===== src/rtl/dma_swreq_pkg.sv =====
package dma_swreq_pkg;
  localparam int unsigned NUM_SRC   = 5;
  localparam int unsigned NUM_KIND  = 3;
  localparam int unsigned ADDR_W    = 8;
  localparam int unsigned DATA_W    = 32;
  localparam int unsigned SDMMC_BIT = 4;

  typedef enum logic [1:0] {
    KIND_SINGLE = 2'd0,
    KIND_LBURST = 2'd1,
    KIND_LSINGLE = 2'd2
  } req_kind_e;

  // word offsets are fixed by software
  localparam logic [ADDR_W-1:0] OFS_SINGLE  = 8'h24;
  localparam logic [ADDR_W-1:0] OFS_LBURST  = 8'h28;
  localparam logic [ADDR_W-1:0] OFS_LSINGLE = 8'h2C;

  function automatic logic [NUM_SRC-1:0] kind_mask(input int unsigned k);
    logic [NUM_SRC-1:0] m;
    if (k == int'(KIND_LBURST)) begin
      m = '0;
      m[SDMMC_BIT] = 1'b1;
    end else begin
      m = '1;
    end
    return m;
  endfunction
endpackage


===== src/rtl/dma_swreq_decode.sv =====
module dma_swreq_decode
  import dma_swreq_pkg::*;
#(
  parameter int unsigned AW = ADDR_W
) (
  input  logic [AW-1:0]       addr_i,
  output logic [NUM_KIND-1:0] sel_o
);
  always_comb begin
    sel_o = '0;
    unique case (addr_i)
      OFS_SINGLE:  sel_o[KIND_SINGLE]  = 1'b1;
      OFS_LBURST:  sel_o[KIND_LBURST]  = 1'b1;
      OFS_LSINGLE: sel_o[KIND_LSINGLE] = 1'b1;
      default:     sel_o = '0;
    endcase
  end
endmodule


===== src/rtl/dma_swreq_reg.sv =====
module dma_swreq_reg
  import dma_swreq_pkg::*;
#(
  parameter int unsigned        N    = NUM_SRC,
  parameter logic [N-1:0]       MASK = '1
) (
  input  logic         clk_i,
  input  logic         rst_ni,
  input  logic         we_i,
  input  logic [N-1:0] wdata_i,
  input  logic [N-1:0] done_i,
  output logic [N-1:0] q_o
);
  logic [N-1:0] set_v;
  logic [N-1:0] q_d;

  assign set_v = we_i ? (wdata_i & MASK) : '0;
  // set takes priority over completion
  assign q_d   = (q_o & ~done_i) | set_v;

  always_ff @(posedge clk_i or negedge rst_ni) begin
    if (!rst_ni) q_o <= '0;
    else         q_o <= q_d;
  end

  assert_w1s_R2: assert property (@(posedge clk_i) disable iff (!rst_ni)
    we_i |=> ((q_o & $past(wdata_i & MASK)) == $past(wdata_i & MASK)));

  assert_no_spurious_set_R3: assert property (@(posedge clk_i) disable iff (!rst_ni)
    !we_i |=> ((q_o & ~$past(q_o)) == '0));

  assert_clear_R4: assert property (@(posedge clk_i) disable iff (!rst_ni)
    !we_i |=> ((q_o & $past(done_i)) == '0));

  assert_set_wins_R5: assert property (@(posedge clk_i) disable iff (!rst_ni)
    (we_i && ((wdata_i & done_i & MASK) != '0)) |=>
      ((q_o & $past(wdata_i & done_i & MASK)) == $past(wdata_i & done_i & MASK)));

  assert_rsvd_R7: assert property (@(posedge clk_i) disable iff (!rst_ni)
    (q_o & ~MASK) == '0);
endmodule


===== src/rtl/dma_swreq_merge.sv =====
module dma_swreq_merge
  import dma_swreq_pkg::*;
#(
  parameter int unsigned N = NUM_SRC
) (
  input  logic         clk_i,
  input  logic         rst_ni,
  input  logic [N-1:0] hw_i,
  input  logic [N-1:0] sw_i,
  output logic [N-1:0] req_o
);
  assign req_o = hw_i | sw_i;

  assert_merge_hw_R8: assert property (@(posedge clk_i) disable iff (!rst_ni)
    (hw_i & ~req_o) == '0);
  assert_merge_sw_R8: assert property (@(posedge clk_i) disable iff (!rst_ni)
    (sw_i & ~req_o) == '0);
endmodule


===== src/rtl/dma_swreq_bank.sv =====
module dma_swreq_bank
  import dma_swreq_pkg::*;
#(
  parameter int unsigned N  = NUM_SRC,
  parameter int unsigned AW = ADDR_W,
  parameter int unsigned DW = DATA_W
) (
  input  logic          clk_i,
  input  logic          rst_ni,
  input  logic          we_i,
  input  logic [AW-1:0] addr_i,
  input  logic [DW-1:0] wdata_i,
  output logic [DW-1:0] rdata_o,
  input  logic [N-1:0]  hw_sreq_i,
  input  logic [N-1:0]  hw_lbreq_i,
  input  logic [N-1:0]  hw_lsreq_i,
  input  logic [N-1:0]  done_sreq_i,
  input  logic [N-1:0]  done_lbreq_i,
  input  logic [N-1:0]  done_lsreq_i,
  output logic [N-1:0]  dma_sreq_o,
  output logic [N-1:0]  dma_lbreq_o,
  output logic [N-1:0]  dma_lsreq_o
);
  localparam int unsigned PAD_W = DW - N;

  logic [NUM_KIND-1:0]         sel;
  logic [NUM_KIND-1:0][N-1:0]  done_v;
  logic [NUM_KIND-1:0][N-1:0]  hw_v;
  logic [NUM_KIND-1:0][N-1:0]  sw_q;
  logic [NUM_KIND-1:0][N-1:0]  req_v;
  logic                        unused_wdata_hi;

  assign unused_wdata_hi = ^wdata_i[DW-1:N];

  assign done_v[KIND_SINGLE]  = done_sreq_i;
  assign done_v[KIND_LBURST]  = done_lbreq_i;
  assign done_v[KIND_LSINGLE] = done_lsreq_i;
  assign hw_v[KIND_SINGLE]    = hw_sreq_i;
  assign hw_v[KIND_LBURST]    = hw_lbreq_i;
  assign hw_v[KIND_LSINGLE]   = hw_lsreq_i;

  dma_swreq_decode #(.AW(AW)) u_dec (
    .addr_i (addr_i),
    .sel_o  (sel)
  );

  for (genvar k = 0; k < NUM_KIND; k++) begin : g_kind
    dma_swreq_reg #(.N(N), .MASK(kind_mask(k))) u_reg (
      .clk_i   (clk_i),
      .rst_ni  (rst_ni),
      .we_i    (we_i & sel[k]),
      .wdata_i (wdata_i[N-1:0]),
      .done_i  (done_v[k]),
      .q_o     (sw_q[k])
    );
    dma_swreq_merge #(.N(N)) u_merge (
      .clk_i  (clk_i),
      .rst_ni (rst_ni),
      .hw_i   (hw_v[k]),
      .sw_i   (sw_q[k]),
      .req_o  (req_v[k])
    );
  end

  always_comb begin
    rdata_o = '0;
    for (int k = 0; k < NUM_KIND; k++) begin
      if (sel[k]) rdata_o = {{PAD_W{1'b0}}, sw_q[k]};
    end
  end

  assign dma_sreq_o  = req_v[KIND_SINGLE];
  assign dma_lbreq_o = req_v[KIND_LBURST];
  assign dma_lsreq_o = req_v[KIND_LSINGLE];

  assert_unmapped_write_R9: assert property (@(posedge clk_i) disable iff (!rst_ni)
    (we_i && (sel == '0) && (done_v == '0)) |=> $stable(sw_q));

  assert_unmapped_read_R9: assert property (@(posedge clk_i) disable iff (!rst_ni)
    (sel == '0) |-> (rdata_o == '0));

  assert_rsvd_read_R7: assert property (@(posedge clk_i) disable iff (!rst_ni)
    rdata_o[DW-1:N] == '0);

  assert_reset_R1: assert property (@(posedge clk_i)
    !rst_ni |-> (sw_q == '0));
endmodule


===== config.mk =====
export PLATFORM = sky130hd
export DESIGN_NAME = dma_swreq_bank
export DESIGN_NICKNAME = d
export VERILOG_FILES = /design/src/rtl/dma_swreq_pkg.sv /design/src/rtl/dma_swreq_decode.sv /design/src/rtl/dma_swreq_reg.sv /design/src/rtl/dma_swreq_merge.sv /design/src/rtl/dma_swreq_bank.sv
export SDC_FILE = /design/constraint.sdc
export NUM_CORES = 1
export LEC_CHECK = 0
export BUFFER_PORTS_ARGS = -buffer_cell sky130_fd_sc_hd__buf_2
export CAP_MARGIN = 30
export CELL_PAD_IN_SITES_DETAIL_PLACEMENT = 1
export CELL_PAD_IN_SITES_GLOBAL_PLACEMENT = 2
export CORE_UTILIZATION = 14
export CTS_CLUSTER_DIAMETER = 150
export DETAILED_ROUTE_END_ITERATION = 12
export PLACE_DENSITY = 0.83
export SYNTH_ARGS = -nofsm -noshare
export SYNTH_HDL_FRONTEND = slang
export SYNTH_SLANG_ARGS = --single-unit

===== constraint.sdc =====
create_clock -name clk_i -period 1.2 [get_ports clk_i]
set_clock_uncertainty 0.05 [all_clocks]
set_input_delay 0.24 -clock clk_i [delete_from_list [all_inputs] [get_ports clk_i]]
set_output_delay 0.24 -clock clk_i [all_outputs]
set_load 0.05 [all_outputs]

==> results_dict.tcl, run 1 <==
set metrics [dict create \
    status "finished, violations left" \
    violations "setup timing" \
    synth_ff_type "dfrtp_1" \
    report.final.slew_viol_count 0 \
    p_int_mw 0.922 \
    die_h_um 89.0 \
    dp_hpwl_um 2670 \
    first_global_vias 1055 \
    cap_violations 0 \
    busiest_layer "met2" \
    combPwrFrac_pct 37.7 \
    reg2reg_to "g_kind[2].u_reg.q_o[2]" \
    synth_seq_cells 15 \
    drtAntennaViolNets 0 \
    syn_inst 113 \
    layout.nets 270 \
    layout-drive-gt1-share_pct 63.8 \
    io-pin-count 120 \
    clk_pin_slew_ns 0.07 \
    htreeDepth 1 \
    gp_congestion 0.602 \
    drt_pass1_iterations 2 \
    synth_largest_area_cell "dfrtp_1" \
    largest-register "g_kind.u_reg.q_o" \
    cts_tree "done" \
    power.leakage_nw 0.913 \
    synthArstFlopShare_pct 100 \
    critPathMaxFanout 2 \
    grt_pass1_wl_um 5330 \
    grtUsageMet3_pct 2.03 \
    rsz0062_at_grt "yes" \
    grt_use_total_pct 9.61 \
    grt_overflow 0 \
    met2_usage_pct 17.8 \
    crit_type "reg -> out" \
    dp_cells 286 \
    core_um2 7290 \
    globalRouteMet1Util_pct 10.0 \
    initial_utilization_pct 14.5 \
    wl_per_cell_um 12.3 \
    setup_slack_ns -0.428 \
    startpoint_type "flip-flop" \
    synth.area.top_cells "dfrtp_1 (35%), buf_4 (19%), or2_2 (8.9%), mux2_2 (5.3%), o22ai_2 (4.7%)" \
    ys_warn_count 0 \
    cts_sinks 15 \
    syn_area_per_cell_um2 9.37 \
    power_frac_seq_pct 33.4 \
    syn_area_um2 1060 \
    clock-root-buffer "clkbuf_8" \
    worstSetupEndpoint "rdata_o[1]" \
    dpl_cell_area_um2 1530 \
    reg.largest.list "g_kind.u_reg.q_o: 15 flops" \
    p_per_area_nw_per_um2 793 \
    via_per_inst 3.46 \
    p_switching_mw 0.594 \
    finalNonFillerCells 295 \
    synth_edf_count 0 \
    die_x_um 89.0 \
    rrSetupSlack_ns 0.28 \
    timing.fmax_mhz 614 \
    period_needed_ns 1.63 \
    critPathRequiredTime_ns 0.91 \
    pwr-share-clk_pct 28.9 \
    drcViolationCount 0 \
    clk_latency_ns 0.26 \
    hold_viol_final 0 \
    grt_max_degree 16 \
    largest_register_ffs 15 \
    finalCritPeriodShare_pct 136 \
    clock_path_buffers 2 \
    synth_top_area_share_pct 35.5 \
    setup_viol 20 \
    synth_cell_types 19 \
    area_growth_pct 80.6 \
    worstReg2RegStart "g_kind[2].u_reg.q_o[2]" \
    vias 1022 \
    cts_inserted_buffers 3 \
    power_switching_share_pct 39.2 \
    crit_arrival_ns 1.34 \
    port_buffers 65 \
    dieArea_um2 7910 \
    peakVddDrop_uv 170 \
    yosysSeqAreaShare_pct 35.5 \
    row_count 31 \
    r2r.worst_path.cells 4 \
    grt_antenna_before_repair 0 \
    fin_area_um2 1910 \
    first_iter_violations 11 \
    wirelength_um 3620 \
    layout_common_cells "buf_2 (45), conb_1 (27), buf_8 (16)" \
    hp-class "in -> reg" \
    cp-end-kind "output pin" \
    layout_commonest_cell "buf_2" \
    multiInputGateArea_um2 658 \
    final.fill_count 860 \
    antenna_cells 0 \
    ff_latch_area_um2 375 \
    crit_start "g_kind[1].u_reg.q_o[1]" \
]
[final cells by class]
| cell class | count | area share [%] |
|---|---|---|
| Timing Repair Buffer | 82 | 34.9 |
| Multi-Input combinational cell | 84 | 34.4 |
| Sequential cell | 15 | 19.6 |
| Tap cell | 99 | 6.48 |
| Clock buffer | 3 | 2.16 |
| Inverter | 11 | 2.16 |
| Clock inverter | 1 | 0.262 |
[cell usage after synthesis (all sizes together) (4+ instances only)]
| master | count |
|---|---|
| mux2 | 5 |
| a22oi | 5 |
| or2 | 15 |
| dfrtp | 15 |
| nand2 | 6 |
| nor2b | 4 |
| o22ai | 11 |
| buf | 29 |
| inv | 11 |
| nor2 | 6 |
[power groups by stage]
| stage | Combinational (mW) | Clock (mW) | Sequential (mW) |
|---|---|---|---|
| global placement | 0.470 | 0 | 0.516 |
| floorplan | 0.410 | 0 | 0.516 |
| finish | 0.571 | 0.438 | 0.507 |
| detailed placement | 0.476 | 0 | 0.516 |
| CTS | 0.570 | 0.446 | 0.507 |
| global route | 0.600 | 0.476 | 0.507 |
[repair_timing]
item                                    4_1_cts  5_1_grt
endpoints found under the setup margin       20       21
cloned                                        0        0
resized for setup                            89        3
hold buffers                                  1        0
setup buffers                                 5        3
hold endpoints to repair                     15        0
pin swaps                                    17       13
[worst min path at each step]
stage | start | to | slack [ns] | depth (start not counted)
2_1_floorplan | rst_ni | g_kind[0].u_reg.q_o[0] | -0.11 | 0
3_3_place_gp | rst_ni | g_kind[1].u_reg.q_o[2] | 0.12 | 1
3_5_place_dp | rst_ni | g_kind[1].u_reg.q_o[2] | 0.14 | 1
4_1_cts | done_lbreq_i[3] | g_kind[1].u_reg.q_o[3] | 0.08 | 2
5_1_grt | done_lbreq_i[2] | g_kind[1].u_reg.q_o[2] | 0.07 | 2
6_report | done_lbreq_i[1] | g_kind[1].u_reg.q_o[1] | 0.07 | 2
[through the flow]
step	util [%]	hold slack (ns)	TNS, ns	setup WS [ns]	power [mW]
detailed placement	20.9	0.136	-4.47	-0.456	0.993
finish	26.2	0.0737	-4.86	-0.428	1.52
global placement	20.9	0.122	-4.19	-0.466	0.986
CTS	26.1	0.0753	-5.28	-0.443	1.52
global route	26.2	0.0714	-5.62	-0.456	1.58
floorplan	-	-0.106	-1.12	-0.224	0.927
[metal layers]
layer  vias to the layer above  wire length [µm]
met4                         0                86
met2                        61              1970
met3                         5               277
met5                         -                 0
met1                       470              1290
li1                        486                 -
[kinds of logic after synthesis]
| kind of cell | share of synthesized area (%) |
|---|---|
| buffers and inverters | 24.0 |
| AND/OR/NAND/NOR | 22.5 |
| AO/OA/AOI/OAI | 12.4 |
| flip-flops | 35.5 |
| multiplexers | 5.32 |
| other | 0.354 |
[critical path: stages, from the launching register on]
cell and delay (ns):
dfrtp_1 0.40, mux2_4 0.28, a22oi_2 0.21, nor2_4 0.04
buf_6 0.15
Power figures use the tool's default switching activity.
==> run 2: changes to the inputs <==
- SETUP_SLACK_MARGIN: not set -> 0.05
==> results_dict.tcl, run 2 (synthesis results as in run 1) <==
set metrics [dict create \
    power_frac_seq_pct 33.3 \
    largest_register_ffs 15 \
    first_global_vias 1051 \
    gp_congestion 0.602 \
    grtUsageMet3_pct 2.03 \
    grt_max_degree 16 \
    p_per_area_nw_per_um2 790 \
    antenna_cells 0 \
    row_count 31 \
    die_x_um 89.0 \
    crit_start "g_kind[1].u_reg.q_o[1]" \
    cts_sinks 15 \
    layout-drive-gt1-share_pct 63.8 \
    critPathRequiredTime_ns 0.91 \
    layout.nets 270 \
    wirelength_um 3610 \
    grt_antenna_before_repair 0 \
    report.final.slew_viol_count 0 \
    timing.fmax_mhz 614 \
    startpoint_type "flip-flop" \
    initial_utilization_pct 14.5 \
    finalNonFillerCells 295 \
    worstReg2RegStart "g_kind[2].u_reg.q_o[2]" \
    met2_usage_pct 17.7 \
    core_um2 7290 \
    dpl_cell_area_um2 1530 \
    hp-class "in -> reg" \
    layout_commonest_cell "buf_2" \
    layout_common_cells "buf_2 (43), conb_1 (27), buf_8 (16)" \
    area_growth_pct 81.8 \
    first_iter_violations 9 \
    hold_viol_final 0 \
    dieArea_um2 7910 \
    setup_slack_ns -0.428 \
    vias 1014 \
    largest-register "g_kind.u_reg.q_o" \
    peakVddDrop_uv 170 \
    period_needed_ns 1.63 \
    reg.largest.list "g_kind.u_reg.q_o: 15 flops" \
    io-pin-count 120 \
    grt_overflow 0 \
    wl_per_cell_um 12.2 \
    combPwrFrac_pct 37.8 \
    pwr-share-clk_pct 28.9 \
    cp_slowest_cell "dfrtp_1" \
    rsz0062_at_grt "yes" \
    busiest_layer "met2" \
    worstSetupEndpoint "rdata_o[1]" \
    r2r.worst_path.cells 4 \
    crit_type "reg -> out" \
    clk_latency_ns 0.26 \
    via_per_inst 3.44 \
    power.leakage_nw 0.917 \
    die_h_um 89.0 \
    reg2reg_to "g_kind[2].u_reg.q_o[2]" \
    p_int_mw 0.926 \
    cts_inserted_buffers 3 \
    clock-root-buffer "clkbuf_8" \
    rrSetupSlack_ns 0.28 \
    grt_pass1_wl_um 5350 \
    grt_use_total_pct 9.65 \
    critPathMaxFanout 2 \
    globalRouteMet1Util_pct 10.2 \
    fin_area_um2 1920 \
    htreeDepth 1 \
    setup_viol 20 \
    cp-end-kind "output pin" \
    drcViolationCount 0 \
    status "finished, violations left" \
    clock_path_buffers 2 \
    power_switching_share_pct 39.1 \
    port_buffers 65 \
    crit_arrival_ns 1.34 \
    p_switching_mw 0.595 \
    clk_pin_slew_ns 0.07 \
    cts_tree "done" \
    drt_pass1_iterations 2 \
    finalCritPeriodShare_pct 136 \
    dp_hpwl_um 2670 \
    violations "setup timing" \
    max_stage_delay_ns 0.40 \
    dp_cells 286 \
    drtAntennaViolNets 0 \
    cap_violations 0 \
    path_cells "mux2_4 -> a22oi_2 -> nor2_4 -> buf_6" \
]
-- run 2: changes by cell type in the layout (fill, tap and decap cells not counted) --
cell   previous run  this run
buf_6            11        13
buf_2            45        43
-- run 2: layout make-up --
class	count	area, µm²
Clock buffer	3	41.3
Clock inverter	1	5.00
Fill cell	861	5370
Inverter	11	41.3
Multi-Input combinational cell	84	658
Sequential cell	15	375
Tap cell	99	124
Timing Repair Buffer	82	679
-- run 2: per-stage QoR --
step           hold WS, ns  setup WS (ns)  utilization [%]  TNS [ns]  power (mW)
2_1_floorplan       -0.106         -0.224                -     -1.12       0.927
6_report            0.0742         -0.428             26.4     -4.87        1.52
5_1_grt             0.0714         -0.456             26.4     -5.62        1.59
4_1_cts             0.0753         -0.443             26.2     -5.28        1.52
3_5_place_dp         0.136         -0.456             20.9     -4.47       0.993
3_3_place_gp         0.122         -0.466             20.9     -4.19       0.986
-- run 2: how the worst min path moves through the flow --
stage                    startpoint                     end  depth (start not counted)
finish              done_lbreq_i[1]  g_kind[1].u_reg.q_o[1]                          2
global route        done_lbreq_i[2]  g_kind[1].u_reg.q_o[2]                          2
CTS                 done_lbreq_i[3]  g_kind[1].u_reg.q_o[3]                          2
detailed placement           rst_ni  g_kind[1].u_reg.q_o[2]                          1
global placement             rst_ni  g_kind[1].u_reg.q_o[2]                          1
floorplan                    rst_ni  g_kind[0].u_reg.q_o[0]                          0
-- run 2: power groups by stage --
stage          registers [mW]  logic, mW  clock network (mW)
2_1_floorplan           0.516      0.410                   0
3_5_place_dp            0.516      0.476                   0
6_report                0.507      0.575               0.439
3_3_place_gp            0.516      0.470                   0
5_1_grt                 0.507      0.604               0.476
4_1_cts                 0.507      0.571               0.446
-- run 2: critical path: cells and delay by family (launching register included) --
| family | cells | cell delay [ns] |
|---|---|---|
| AOI/OAI and AO/OA | 1 | 0.21 |
| buffers and inverters | 1 | 0.15 |
| DFF | 1 | 0.40 |
| muxes | 1 | 0.28 |
| and+or+nand+nor | 1 | 0.04 |
-- run 2: layer usage --
layer	wire length (µm)	up-vias	share of wire [%]
li1	-	485	-
met1	1310	463	36
met4	86	0	2.4
met5	0	-	0
met3	276	5	7.6
met2	1940	61	54
-- run 2: repair_timing --
action                                  4_1_cts  5_1_grt
endpoints found under the setup margin       21       30
gates resized for setup                      90        4
buffers inserted                              5        3
pin swaps                                    20       13
hold endpoints to repair                     15        0
hold buffers                                  1        0
==> run 3: changes to the inputs <==
- REMOVE_ABC_BUFFERS: not set -> 1
==> results_dict.tcl, run 3 (synthesis results as in run 1) <==
set metrics [dict create \
    htreeDepth 1 \
    report.final.slew_viol_count 0 \
    die_x_um 89.0 \
    clock_path_buffers 2 \
    critical_path_depth 4 \
    grt_use_total_pct 9.12 \
    via_per_inst 3.44 \
    cts_inserted_buffers 3 \
    drt_pass1_iterations 2 \
    antenna_cells 0 \
    layout_commonest_cell "buf_2" \
    dp_hpwl_um 2860 \
    dp_cells 287 \
    area_growth_pct 78.1 \
    largest_register_ffs 15 \
    hp-class "in -> reg" \
    reg.largest.list "g_kind.u_reg.q_o: 15 flops" \
    layout_common_cells "buf_2 (45), conb_1 (27), or2_4 (15), dfrtp_1 (15), buf_8 (15)" \
    crit_type "reg -> out" \
    p_per_area_nw_per_um2 790 \
    first_iter_violations 17 \
    setup_slack_ns -0.364 \
    cts_tree "done" \
    critPathMaxFanout 3 \
    grt_overflow 0 \
    path_cells "mux2_4 -> a22oi_2 -> nor2_1 -> buf_6" \
    cp_slowest_cell "dfrtp_1" \
    peakVddDrop_uv 369 \
    max_stage_delay_ns 0.40 \
    drcViolationCount 0 \
    crit_family "flip-flops" \
    vias 1026 \
    crit_buf_inv 1 \
    crit_arrival_ns 1.27 \
    port_buffers 65 \
    largest-register "g_kind.u_reg.q_o" \
    wl_per_cell_um 12.2 \
    grt_max_degree 16 \
    period_needed_ns 1.56 \
    io-pin-count 120 \
    first_global_vias 1013 \
    power_mw 1.49 \
    grt_pass1_wl_um 5190 \
    grt_antenna_before_repair 0 \
    drtAntennaViolNets 0 \
    pre_cts_slack_ns -0.430 \
    clock-root-buffer "clkbuf_8" \
    status "finished, violations left" \
    cp-end-kind "output pin" \
    violations "setup timing" \
    layout-drive-gt1-share_pct 62.3 \
    r2r.worst_path.cells 5 \
    die_h_um 89.0 \
    row_count 31 \
    rrSetupSlack_ns 0.17 \
    gp_congestion 0.657 \
    finalCritPeriodShare_pct 130 \
    dieArea_um2 7910 \
    hold-path-cell-count 2 \
    clk_pin_slew_ns 0.06 \
    power.leakage_nw 0.916 \
    rsz0062_at_grt "yes" \
    layout.nets 273 \
    fin_area_um2 1890 \
    critPathRequiredTime_ns 0.91 \
    cts_sinks 15 \
    initial_utilization_pct 14.5 \
    setup_viol 20 \
    wirelength_um 3620 \
    core_um2 7290 \
    startpoint_type "flip-flop" \
    timing.fmax_mhz 639 \
    finalNonFillerCells 298 \
    hold_viol_final 0 \
    cap_violations 0 \
    dpl_cell_area_um2 1490 \
    clk_latency_ns 0.24 \
]
run 3: cell count changes in the layout (fill, tap and decap cells not counted), moves of 2 or more:
cell,before,now
nor2_1,1,4
nor2_4,5,0
nor2_2,0,2
buf_4,9,11
mux2_4,5,1
buf_2,43,45
mux2_2,0,4
run 3: what timing repair did:
action,CTS,global route
setup buffers,3,3
setup endpoints to repair,25,26
hold buffers,1,0
pin swaps,11,2
endpoints found under the hold margin,15,0
gates resized for setup,87,2
run 3: layout make-up:
type	instances	area, µm²
Inverter	11	41.3
Multi-Input combinational cell	84	611
Tap cell	99	124
Sequential cell	15	375
Clock buffer	4	45.0
Fill cell	886	5410
Timing Repair Buffer	85	689
run 3: through the flow:
step	util, %	hold WS [ns]	TNS (ns)
CTS	25.4	0.0790	-4.90
finish	25.9	0.0866	-4.78
global placement	20.4	0.126	-3.72
floorplan	-	-0.106	-2.67
detailed placement	20.4	0.134	-4.27
global route	25.9	0.0784	-5.63
run 3: path summary, 6_finish.rpt:
| check | startpoint | endpoint |
|---|---|---|
| worst max-delay path | g_kind[1].u_reg.q_o[0] | rdata_o[0] |
| worst min-delay path | done_lbreq_i[3] | g_kind[1].u_reg.q_o[3] |
| worst max register to register | g_kind[2].u_reg.q_o[2] | g_kind[2].u_reg.q_o[2] |
| worst min register to register | g_kind[1].u_reg.q_o[0] | g_kind[1].u_reg.q_o[0] |
| max in group asynchronous | rst_ni | g_kind[1].u_reg.q_o[4] |
| min in group asynchronous | rst_ni | g_kind[1].u_reg.q_o[0] |
run 3: report_power, final:
group / internal [mW] / leakage [nW] / switching, mW
Sequential: 0.507 / 0.210 / 0.000710
Combinational: 0.183 / 0.684 / 0.384
Clock: 0.235 / 0.0228 / 0.181
run 3: routing by layer:
layer | track usage (%) | up-vias | wire length, µm
li1 | - | 490 | -
met1 | 10.8 | 478 | 1430
met2 | 16.6 | 58 | 1890
met3 | 3.05 | 0 | 298
met4 | 0.866 | 0 | 0
met5 | 0 | - | 0
